$ cat config.mk
export PLATFORM = sky130hd
export DESIGN_NAME = prio_intc
export DESIGN_NICKNAME = d
export VERILOG_FILES = /design/src/rtl/intc_pkg.sv /design/src/rtl/intc_cfg.sv /design/src/rtl/intc_edge.sv /design/src/rtl/intc_arb.sv /design/src/rtl/prio_intc.sv
export SDC_FILE = /design/constraint.sdc
export NUM_CORES = 1
export LEC_CHECK = 0
export ABC_AREA = 1
export CORE_MARGIN = 1
export CORE_UTILIZATION = 29
export CTS_CLUSTER_DIAMETER = 50
export DETAILED_ROUTE_END_ITERATION = 12
export GPL_TIMING_DRIVEN = 0
export MAX_ROUTING_LAYER = met4
export PLACE_DENSITY = 0.48
export REMOVE_ABC_BUFFERS = 1
export SLEW_MARGIN = 30
export SYNTH_ARGS = -nofsm -noshare
export SYNTH_HDL_FRONTEND = slang
export SYNTH_SLANG_ARGS = --single-unit
export TNS_END_PERCENT = 30
$ cat constraint.sdc
create_clock -name clk -period 79.1 [get_ports clk]
set_input_delay 11.865 -clock clk [delete_from_list [all_inputs] [get_ports clk]]
set_output_delay 11.865 -clock clk [all_outputs]
set_load 0.02 [all_outputs]
$ cat src/rtl/intc_pkg.sv
package intc_pkg;
  localparam int LVL_W      = 3;
  localparam int VEC_W      = 8;
  localparam int IDX_W      = 6;
  localparam int ADDR_W     = 32;
  localparam int VEC_OFS    = 64;
  localparam int BASE_ALIGN = 20;
  localparam int RANK_W     = LVL_W + 2;
  localparam int GRP_SIZE   = 7;

  typedef struct packed {
    logic             vld;
    logic [IDX_W-1:0] idx;
  } slot_t;

  // Fixed level of a source: source 0 is the single non-maskable line,
  // then groups of GRP_SIZE sources step down from level 6 to a floor of 1.
  function automatic logic [LVL_W-1:0] src_level(input int i);
    int l;
    if (i == 0) return LVL_W'(7);
    l = 6 - (i - 1) / GRP_SIZE;
    if (l < 1) l = 1;
    return LVL_W'(l);
  endfunction
endpackage

$ cat src/rtl/intc_cfg.sv
module intc_cfg
  import intc_pkg::*;
#(
  parameter int NUM_SRC = 39
) (
  input  logic                        clk,
  input  logic                        rst_n,
  input  logic                        base_we_i,
  input  logic [ADDR_W-1:0]           base_wdata_i,
  input  logic                        remap_we_i,
  input  logic                        remap_sel_i,
  input  logic [IDX_W:0]              remap_wdata_i,
  output logic [ADDR_W-1:0]           base_o,
  output logic [1:0]                  slot_en_o,
  output logic [1:0][IDX_W-1:0]       slot_idx_o
);
  localparam logic [ADDR_W-1:0] ALIGN_MASK = ~((ADDR_W'(1) << BASE_ALIGN) - ADDR_W'(1));

  logic [ADDR_W-1:0] base_q, base_d;
  slot_t             slot_q [2];
  slot_t             slot_d [2];

  always_comb begin
    base_d = base_q;
    if (base_we_i) base_d = base_wdata_i & ALIGN_MASK;
  end

  for (genvar k = 0; k < 2; k++) begin : g_slot
    always_comb begin
      slot_d[k] = slot_q[k];
      if (remap_we_i && (remap_sel_i == k[0])) slot_d[k] = remap_wdata_i;
    end
    always_ff @(posedge clk or negedge rst_n) begin
      if (!rst_n) slot_q[k] <= '0;
      else        slot_q[k] <= slot_d[k];
    end
    // a slot counts only when flagged valid and naming an existing source
    assign slot_en_o[k]  = slot_q[k].vld && ({1'b0, slot_q[k].idx} < (IDX_W+1)'(NUM_SRC));
    assign slot_idx_o[k] = slot_q[k].idx;
  end

  always_ff @(posedge clk or negedge rst_n) begin
    if (!rst_n) base_q <= '0;
    else        base_q <= base_d;
  end

  assign base_o = base_q;

  p_slot_store_r8: assert property (@(posedge clk) disable iff (!rst_n)
    (remap_we_i && !remap_sel_i) |=> (slot_q[0] == $past(remap_wdata_i)));

  p_base_store_r10: assert property (@(posedge clk) disable iff (!rst_n)
    base_we_i |=> (base_q[ADDR_W-1:BASE_ALIGN] == $past(base_wdata_i[ADDR_W-1:BASE_ALIGN])));
endmodule

$ cat src/rtl/intc_edge.sv
module intc_edge
  import intc_pkg::*;
#(
  parameter int NUM_SRC = 39
) (
  input  logic               clk,
  input  logic               rst_n,
  input  logic [NUM_SRC-1:0] irq_i,
  input  logic               ack_i,
  input  logic [VEC_W-1:0]   ack_vec_i,
  output logic [NUM_SRC-1:0] pend_o
);
  for (genvar i = 0; i < NUM_SRC; i++) begin : g_src
    if (src_level(i) == LVL_W'(7)) begin : g_edge
      logic prev_q, pend_q, pend_d, rise, hit;
      assign rise = irq_i[i] & ~prev_q;
      assign hit  = ack_i && (ack_vec_i == VEC_W'(VEC_OFS + i));
      always_comb begin
        pend_d = pend_q;
        if (hit)  pend_d = 1'b0;
        if (rise) pend_d = 1'b1;
      end
      always_ff @(posedge clk or negedge rst_n) begin
        if (!rst_n) begin
          prev_q <= 1'b0;
          pend_q <= 1'b0;
        end else begin
          prev_q <= irq_i[i];
          pend_q <= pend_d;
        end
      end
      assign pend_o[i] = pend_q | rise;

      p_edge_hold_r7: assert property (@(posedge clk) disable iff (!rst_n)
        (pend_q && !hit) |=> pend_q);
      p_edge_clear_r7: assert property (@(posedge clk) disable iff (!rst_n)
        (hit && !rise) |=> !pend_q);
    end else begin : g_level
      assign pend_o[i] = irq_i[i];
    end
  end
endmodule

$ cat src/rtl/intc_arb.sv
module intc_arb
  import intc_pkg::*;
#(
  parameter int NUM_SRC = 39
) (
  input  logic [NUM_SRC-1:0]     pend_i,
  input  logic [1:0]             slot_en_i,
  input  logic [1:0][IDX_W-1:0]  slot_idx_i,
  output logic                   win_vld_o,
  output logic [LVL_W-1:0]       win_lvl_o,
  output logic [IDX_W-1:0]       win_idx_o
);
  logic [RANK_W-1:0] best_rank, cand;
  logic [IDX_W-1:0]  best_idx;
  logic              best_vld;

  // rank = {level, promotion}; scanning downward with >= lets the lower index win ties
  always_comb begin
    best_rank = '0;
    best_idx  = '0;
    best_vld  = 1'b0;
    cand      = '0;
    for (int i = NUM_SRC - 1; i >= 0; i--) begin
      cand = {src_level(i), 2'b00};
      if (slot_en_i[1] && (slot_idx_i[1] == IDX_W'(i))) cand = {LVL_W'(6), 2'b10};
      if (slot_en_i[0] && (slot_idx_i[0] == IDX_W'(i))) cand = {LVL_W'(6), 2'b11};
      if (pend_i[i] && (cand >= best_rank)) begin
        best_rank = cand;
        best_idx  = IDX_W'(i);
        best_vld  = 1'b1;
      end
    end
  end

  assign win_vld_o = best_vld;
  assign win_lvl_o = best_rank[RANK_W-1:2];
  assign win_idx_o = best_idx;
endmodule

$ cat src/rtl/prio_intc.sv
module prio_intc
  import intc_pkg::*;
#(
  parameter int NUM_SRC = 39
) (
  input  logic               clk,
  input  logic               rst_n,
  input  logic [NUM_SRC-1:0] irq_i,
  input  logic [2:0]         mask_i,
  input  logic               ack_i,
  input  logic [7:0]         ack_vec_i,
  input  logic               base_we_i,
  input  logic [31:0]        base_wdata_i,
  input  logic               remap_we_i,
  input  logic               remap_sel_i,
  input  logic [6:0]         remap_wdata_i,
  output logic               req_o,
  output logic [2:0]         lvl_o,
  output logic [7:0]         vec_o,
  output logic [31:0]        vec_addr_o
);
  logic [ADDR_W-1:0]          base;
  logic [1:0]                 slot_en;
  logic [1:0][IDX_W-1:0]      slot_idx;
  logic [NUM_SRC-1:0]         pend;
  logic                       win_vld;
  logic [LVL_W-1:0]           win_lvl;
  logic [IDX_W-1:0]           win_idx;

  logic                       req_d, req_q;
  logic [LVL_W-1:0]           lvl_d, lvl_q;
  logic [VEC_W-1:0]           vec_d, vec_q;
  logic [ADDR_W-1:0]          addr_d, addr_q;

  intc_cfg #(.NUM_SRC(NUM_SRC)) u_cfg (
    .clk(clk), .rst_n(rst_n),
    .base_we_i(base_we_i), .base_wdata_i(base_wdata_i),
    .remap_we_i(remap_we_i), .remap_sel_i(remap_sel_i), .remap_wdata_i(remap_wdata_i),
    .base_o(base), .slot_en_o(slot_en), .slot_idx_o(slot_idx)
  );

  intc_edge #(.NUM_SRC(NUM_SRC)) u_edge (
    .clk(clk), .rst_n(rst_n), .irq_i(irq_i),
    .ack_i(ack_i), .ack_vec_i(ack_vec_i), .pend_o(pend)
  );

  intc_arb #(.NUM_SRC(NUM_SRC)) u_arb (
    .pend_i(pend), .slot_en_i(slot_en), .slot_idx_i(slot_idx),
    .win_vld_o(win_vld), .win_lvl_o(win_lvl), .win_idx_o(win_idx)
  );

  always_comb begin
    lvl_d  = '0;
    vec_d  = '0;
    addr_d = '0;
    req_d  = 1'b0;
    if (win_vld) begin
      lvl_d  = win_lvl;
      vec_d  = VEC_W'(VEC_OFS) + VEC_W'(win_idx);
      addr_d = base + ADDR_W'({vec_d, 2'b00});
      req_d  = (win_lvl > mask_i) || (win_lvl == LVL_W'(7));
    end
  end

  always_ff @(posedge clk or negedge rst_n) begin
    if (!rst_n) begin
      req_q  <= 1'b0;
      lvl_q  <= '0;
      vec_q  <= '0;
      addr_q <= '0;
    end else begin
      req_q  <= req_d;
      lvl_q  <= lvl_d;
      vec_q  <= vec_d;
      addr_q <= addr_d;
    end
  end

  assign req_o      = req_q;
  assign lvl_o      = lvl_q;
  assign vec_o      = vec_q;
  assign vec_addr_o = addr_q;

  p_idle_zero_r4: assert property (@(posedge clk) disable iff (!rst_n)
    (lvl_o == 3'd0) |-> (vec_o == 8'd0 && vec_addr_o == 32'd0 && !req_o));
  p_vec_range_r4: assert property (@(posedge clk) disable iff (!rst_n)
    (lvl_o != 3'd0) |-> (vec_o >= 8'(VEC_OFS) && vec_o < 8'(VEC_OFS + NUM_SRC)));
  p_nmi_req_r5: assert property (@(posedge clk) disable iff (!rst_n)
    (lvl_o == 3'd7) |-> req_o);
  p_req_lvl_r5: assert property (@(posedge clk) disable iff (!rst_n)
    req_o |-> (lvl_o != 3'd0));
  p_addr_low_r10: assert property (@(posedge clk) disable iff (!rst_n)
    (lvl_o != 3'd0) |-> (vec_addr_o[BASE_ALIGN-1:0] == {12'd0, vec_o, 2'b00}));
endmodule

==> results of run 1 <==
-- Yosys cell counts, drive strengths merged --
library cell	n	area, um2
a31oi	6	37.5
a22oi	2	15.0
or2	7	43.8
o31ai	4	30.0
nor2	109	439
nand2	413	1950
clkbuf	2	7.51
and2	4	25.0
or3	1	6.26
clkinv	3	11.3
nor4	10	68.8
nor3	19	95.1
buf	32	245
o311ai	1	8.76
o211ai	4	45.1
a21oi	59	303
dfrtp	51	1280
a21boi	1	11.3
ha	76	951
conb	1	3.75
nand3b	6	45.0
nand3	120	723
a21o	1	7.51
nand4	23	174
inv	282	1060
o21ai	101	524
mux2	12	135
-- stage by stage --
stage / instances / setup slack [ns] / util / cell area (um2) / total power (uW)
after global placement: 1811 / 25.91 / 0.343 / 9550 / 392
after detailed placement: 1812 / 25.48 / 0.344 / 9570 / 394
after global routing: 1819 / 20.98 / 0.350 / 9740 / 474
final: 1819 / 26.10 / 0.350 / 9740 / 415
after floorplan: 1329 / 31.84 / - / 8030 / 318
after CTS: 1819 / 25.63 / 0.349 / 9730 / 421
-- worst register-to-register path: cells and delay by family (launching register included) --
kind                       cells  cell delay, ns
AOI/OAI and AO/OA             67           10.82
adders and majority gates     39           11.14
and+or+nand+nor              193           16.44
buffers and inverters         54            3.20
DFF                            1            0.41
-- worst paths after layout --
path	to	startpoint	cells after the start	slack [ns]
max	req_o	irq_i[38]	350	26.10
min	vec_addr_o[20]	u_cfg.base_o[20]	2	0.46
max reg2reg	req_o	u_cfg.slot_idx_o[7]	353	36.97
min reg2reg	vec_addr_o[20]	u_cfg.base_o[20]	2	0.46
max in group asynchronous	u_cfg.slot_idx_o[4]	rst_n	2	67.29
min in group asynchronous	vec_addr_o[5]	rst_n	1	11.38
-- layer usage --
layer  global-route usage  part of all wire  vias up  wire length (um)
li1                     -                 -     4425                 -
met1                0.221              0.49     3626             11400
met4               0.0306             0.014        0               320
met2                0.279              0.46      127             10700
met5                    -                 0        -                 0
met3               0.0171             0.033       15               779
-- where the power goes --
part           switching, uW  internal [uW]
Combinational            236            123
Sequential              2.39           30.2
Clock                   9.44           14.8
-- sequential cells by signal, summed over array words and instances (netlist names) --
register                    count
u_cfg.slot_q                    2
req_o                           1
u_cfg.slot_idx_o               12
u_edge.g_src.g_edge.prev_q      1
vec_addr_o                     19
u_edge.g_src.g_edge.pend_q      1
u_cfg.base_o                   12
lvl_o                           3
-- logic make-up after synthesis --
logic type                 synth area share
other                              0.000455
buffers and inverters                 0.161
AOI/OAI and AO/OA                     0.119
DFF                                   0.155
muxes                                0.0164
adders and majority gates             0.115
and+or+nand+nor                       0.433
-- layout make-up --
| class | count | area [um2] |
|---|---|---|
| Clock buffer | 5 | 125 |
| Clock inverter | 2 | 37.5 |
| Fill cell | 3121 | 18100 |
| Inverter | 285 | 1070 |
| Multi-Input combinational cell | 993 | 5690 |
| Sequential cell | 51 | 1280 |
| Tap cell | 378 | 473 |
| Timing Repair Buffer | 105 | 1070 |
==> impl_metrics.csv, run 1 <==
group,metric,value,unit
timing,finalHoldViolations,0,
floorplanning,die_w,171,um
timing,final.period_utilization,0.670,
clock_network,ctsResizeCount,0,
final_layout,diodes,0,
timing,tns,0,ns
detailed_routing,wirelength,23300,um
synthesis,synth_area_per_cell,6.10,um2
global_route,antenna_found_initial,0,
timing,whs,0.464,ns
critical_path,end_kind,"flip-flop",
floorplanning,start_util,0.296,
global_route,grt_pass1_vias,7791,
floorplanning,die-area,0.0291,mm2
clock_network,cts_hold_buf,0,
critical_path,cpMaxStageDelayCell,"clkdlybuf4s50_1",
synthesis,yosys_warnings,0,
clock_network,clk_latency,0.29,ns
floorplanning,num_rows,61,
critical_path,crit_fanout,13,
timing,layout_min_cycle_time,53.00,ns
timing,tightest_slew,0.733,ns
detailed_routing,vias,8193,
critical_path,critical_path_buf_inv_count,53,
detailed_routing,remaining_drc_errors,0,
run_status,status,"finished clean",
placed_design,dpl.hpwl,20300,um
timing,drv_slew,0,
power,powerDensity,42.7,mW/mm2
clock_network,htreeDepth,2,
final_layout,final_cell_mix,"nand2_1 (311), inv_1 (244), clkdlybuf4s50_1 (103)",
detailed_routing,initialDrtViolationCount,471,
final_layout,nets,1612,
timing,clock_skew,0.00635,ns
clock_network,tritoncts,"done",
critical_path,max_stage_delay,0.59,ns
critical_path,path_class,"in2reg",
synthesis,yosys_register_bits,51,
floorplanning,die_y,171,um
synthesis,syn_area,0.00824,mm2
hold_path,hold_class,"reg2reg",
clock_network,ctsRootBufferMaster,"clkbuf_16",
critical_path,start_kind,"input pin",
synthesis,synth_cell_types,45,
final_layout,area_growth,18.2,%
critical_path,crit_family,"simple AND/OR/NAND/NOR gates",
timing,finalSetupViolCount,0,
placed_design,place.gp.congestion,0.917,
clock_network,clockBufferDepth,2,
detailed_routing,viasPerCell,4.50,
power,leakage,0.00507,uW
global_route,grt_pass1_wl,38100,um
power,vdd_drop_max,0.0000336,V
floorplanning,ios,139,
detailed_routing,drtAntennaViolNets,0,
clock_network,cts_buffers,5,
critical_path,crit_required,79.34,ns
timing,relSlewSlack,0.506,
timing,fmaxAchievable,18.9,MHz
global_route,grt_overflow,0,
detailed_routing,detail_route.wl_per_cell,12.8,um
floorplanning,core_area,0.0279,mm2
global_route,track_usage,0.168,
clock_network,path_clk_slew,0.07,ns
synthesis,syn_inst,1350,
timing,rsz0062_at_grt,"no",
clock_network,numClockSinks,51,
critical_path,critPathMostFrequentCell,"nand2_1",
synthesis,ys_seq_area_frac,0.155,
clock_network,cts_setup_buffers,0,
final_layout,drive_above_1_share,0.148,
placed_design,port_buffers,104,
final_layout,mostFrequentLayoutCell,"nand2_1",
detailed_routing,drt_pass1_iterations,7,
global_route,grt_max_degree,48,
critical_path,crit_arrival,53.24,ns
run,cap_viol_max_count,0,
Note: power is estimated with default switching activity, not from simulation.
==> run 2: changes to the inputs <==
clock period = 51.3 ns   (was 79.1 ns; I/O delays follow)
==> run 2 against run 1 <==
First-iteration DRC count down 11%. Critical path depth up 6. Flip-flop and latch count unchanged. Sequential share of layout area down 0.17 points. Die area unchanged. Via count about the same. Count of clock-buffer cells in the layout unchanged. Largest power group unchanged. Highest routed layer unchanged.
==> impl_metrics.csv, run 2 (same netlist as run 1, synthesis figures left out) <==
group,metric,value,unit
floorplanning,core_area,0.0279,mm2
power,powerDensity,67.4,mW/mm2
critical_path,path_class,"in2reg",
global_route,track_usage,0.168,
placed_design,dpl.hpwl,20300,um
timing,fin_ws,4.77,ns
clock_network,tritoncts,"done",
floorplanning,die_w,171,um
run_status,status,"finished clean",
final_layout,mostFrequentLayoutCell,"nand2_1",
timing,drv_slew,0,
final_layout,fillerInstances,3118,
floorplanning,ios,139,
detailed_routing,detail_route.wl_per_cell,12.8,um
final_layout,final_cell_mix,"nand2_1 (304), inv_1 (243), clkdlybuf4s50_1 (102)",
power,leakage,0.00514,uW
run,cap_viol_max_count,0,
critical_path,crit_fanout,11,
final_layout,multi_input_area,0.00578,mm2
critical_path,start_kind,"input pin",
detailed_routing,drtAntennaViolNets,0,
critical_path,cpMaxStageDelayCell,"ha_1",
detailed_routing,viasPerCell,4.50,
floorplanning,die-area,0.0291,mm2
critical_path,crit_required,51.49,ns
detailed_routing,wirelength,23300,um
global_route,antenna_found_initial,0,
global_route,grt_overflow,0,
final_layout,diodes,0,
timing,relSlewSlack,0.501,
clock_network,clk_latency,0.29,ns
clock_network,cts_buffers,5,
placed_design,place_inst,1812,
global_route,grt_max_degree,48,
final_layout,stdcell_count,1824,
detailed_routing,remaining_drc_errors,0,
placed_design,place.gp.congestion,0.917,
timing,final.period_utilization,0.907,
timing,finalSetupViolCount,0,
clock_network,numClockSinks,51,
final_layout,drive_above_1_share,0.161,
critical_path,critPathMostFrequentCell,"nand2_1",
placed_design,port_buffers,104,
floorplanning,die_y,171,um
critical_path,crit_arrival,46.71,ns
timing,finalHoldViolations,0,
hold_path,hold_class,"reg2reg",
critical_path,end_kind,"flip-flop",
final_layout,seq_area,0.00128,mm2
detailed_routing,vias,8201,
critical_path,max_stage_delay,0.35,ns
final_layout,utilization,0.354,
final_layout,nets,1617,
final_layout,area_growth,19.8,%
timing,fmaxAchievable,21.5,MHz
detailed_routing,initialDrtViolationCount,417,
global_route,grt_pass1_vias,7791,
timing,layout_min_cycle_time,46.53,ns
global_route,grt_pass1_wl,38100,um
timing,tightest_slew,0.740,ns
power,totalPowerFinal,665,uW
timing,clock_skew,0.00662,ns
power,vdd_drop_max,0.0000489,V
placed_design,place_ws,1.85,ns
clock_network,htreeDepth,2,
floorplanning,start_util,0.296,
detailed_routing,drt_pass1_iterations,5,
clock_network,ctsRootBufferMaster,"clkbuf_16",
floorplanning,num_rows,61,
clock_network,path_clk_slew,0.07,ns
final_layout,largest_reg_flops,19,
clock_network,clockBufferDepth,2,
-- run 2: changes by cell type in the layout (fill, tap and decap cells not counted), moves of 4 or more --
cell	change
o21ai_0	-8
nand2_1	-7
nand2_4	+6
o21ai_1	+5
buf_4	+4
-- run 2: per-layer routing --
metal  GRT usage  part of all wire  vias up
li1            -                 -     4436
met1       0.221              0.49     3610
met2       0.279              0.46      140
met3      0.0171             0.036       15
met4      0.0306             0.014        0
met5           -                 0        -
-- run 2: repair_timing --
| action | 4_1_cts | 5_1_grt |
|---|---|---|
| setup buffers | 0 | 5 |
| resized for setup | 0 | 32 |
| hold buffers | 0 | 0 |
| endpoints found under the setup margin | 0 | 23 |
-- run 2: report_power, final --
group	switching, uW	internal [uW]
Combinational	376	202
Clock	14.5	22.7
Sequential	3.64	46.5
Total	394	272
-- run 2: final cells by class --
cell class,count,share of cell area
clock inverters,2,0.00380
flip-flops and latches,51,0.129
inverters,285,0.108
multi-input cells,993,0.585
clock buffers,5,0.0127
repair buffers,110,0.113
well taps,378,0.0479
-- run 2: critical path: cells and delay by family --
family                     cells  cell delay, ns
AOI/OAI and AO/OA             68            9.37
adders and majority gates     39           10.81
buffers and inverters         53            3.15
and+or+nand+nor              196           15.56
-- run 2: final timing paths --
| check | end | slack, ns | from | depth (start not counted) |
|---|---|---|---|---|
| worst max-delay path | req_o | 4.77 | irq_i[38] | 356 |
| worst min-delay path | vec_addr_o[20] | 0.46 | u_cfg.base_o[20] | 2 |
| worst max register to register | req_o | 10.98 | u_cfg.slot_idx_o[7] | 359 |
| worst min register to register | vec_addr_o[20] | 0.46 | u_cfg.base_o[20] | 2 |
| max in group asynchronous | u_cfg.slot_idx_o[4] | 43.66 | rst_n | 2 |
| min in group asynchronous | vec_addr_o[5] | 7.21 | rst_n | 1 |
-- run 2: through the flow --
stage | setup TNS [ns] | hold WS, ns | cell area [um2]
floorplan | 0 | 0.432 | 8030
global placement | 0 | 0.442 | 9550
detailed placement | 0 | 0.452 | 9570
CTS | 0 | 0.468 | 9730
global route | -0.00425 | 0.478 | 9870
finish | 0 | 0.464 | 9870
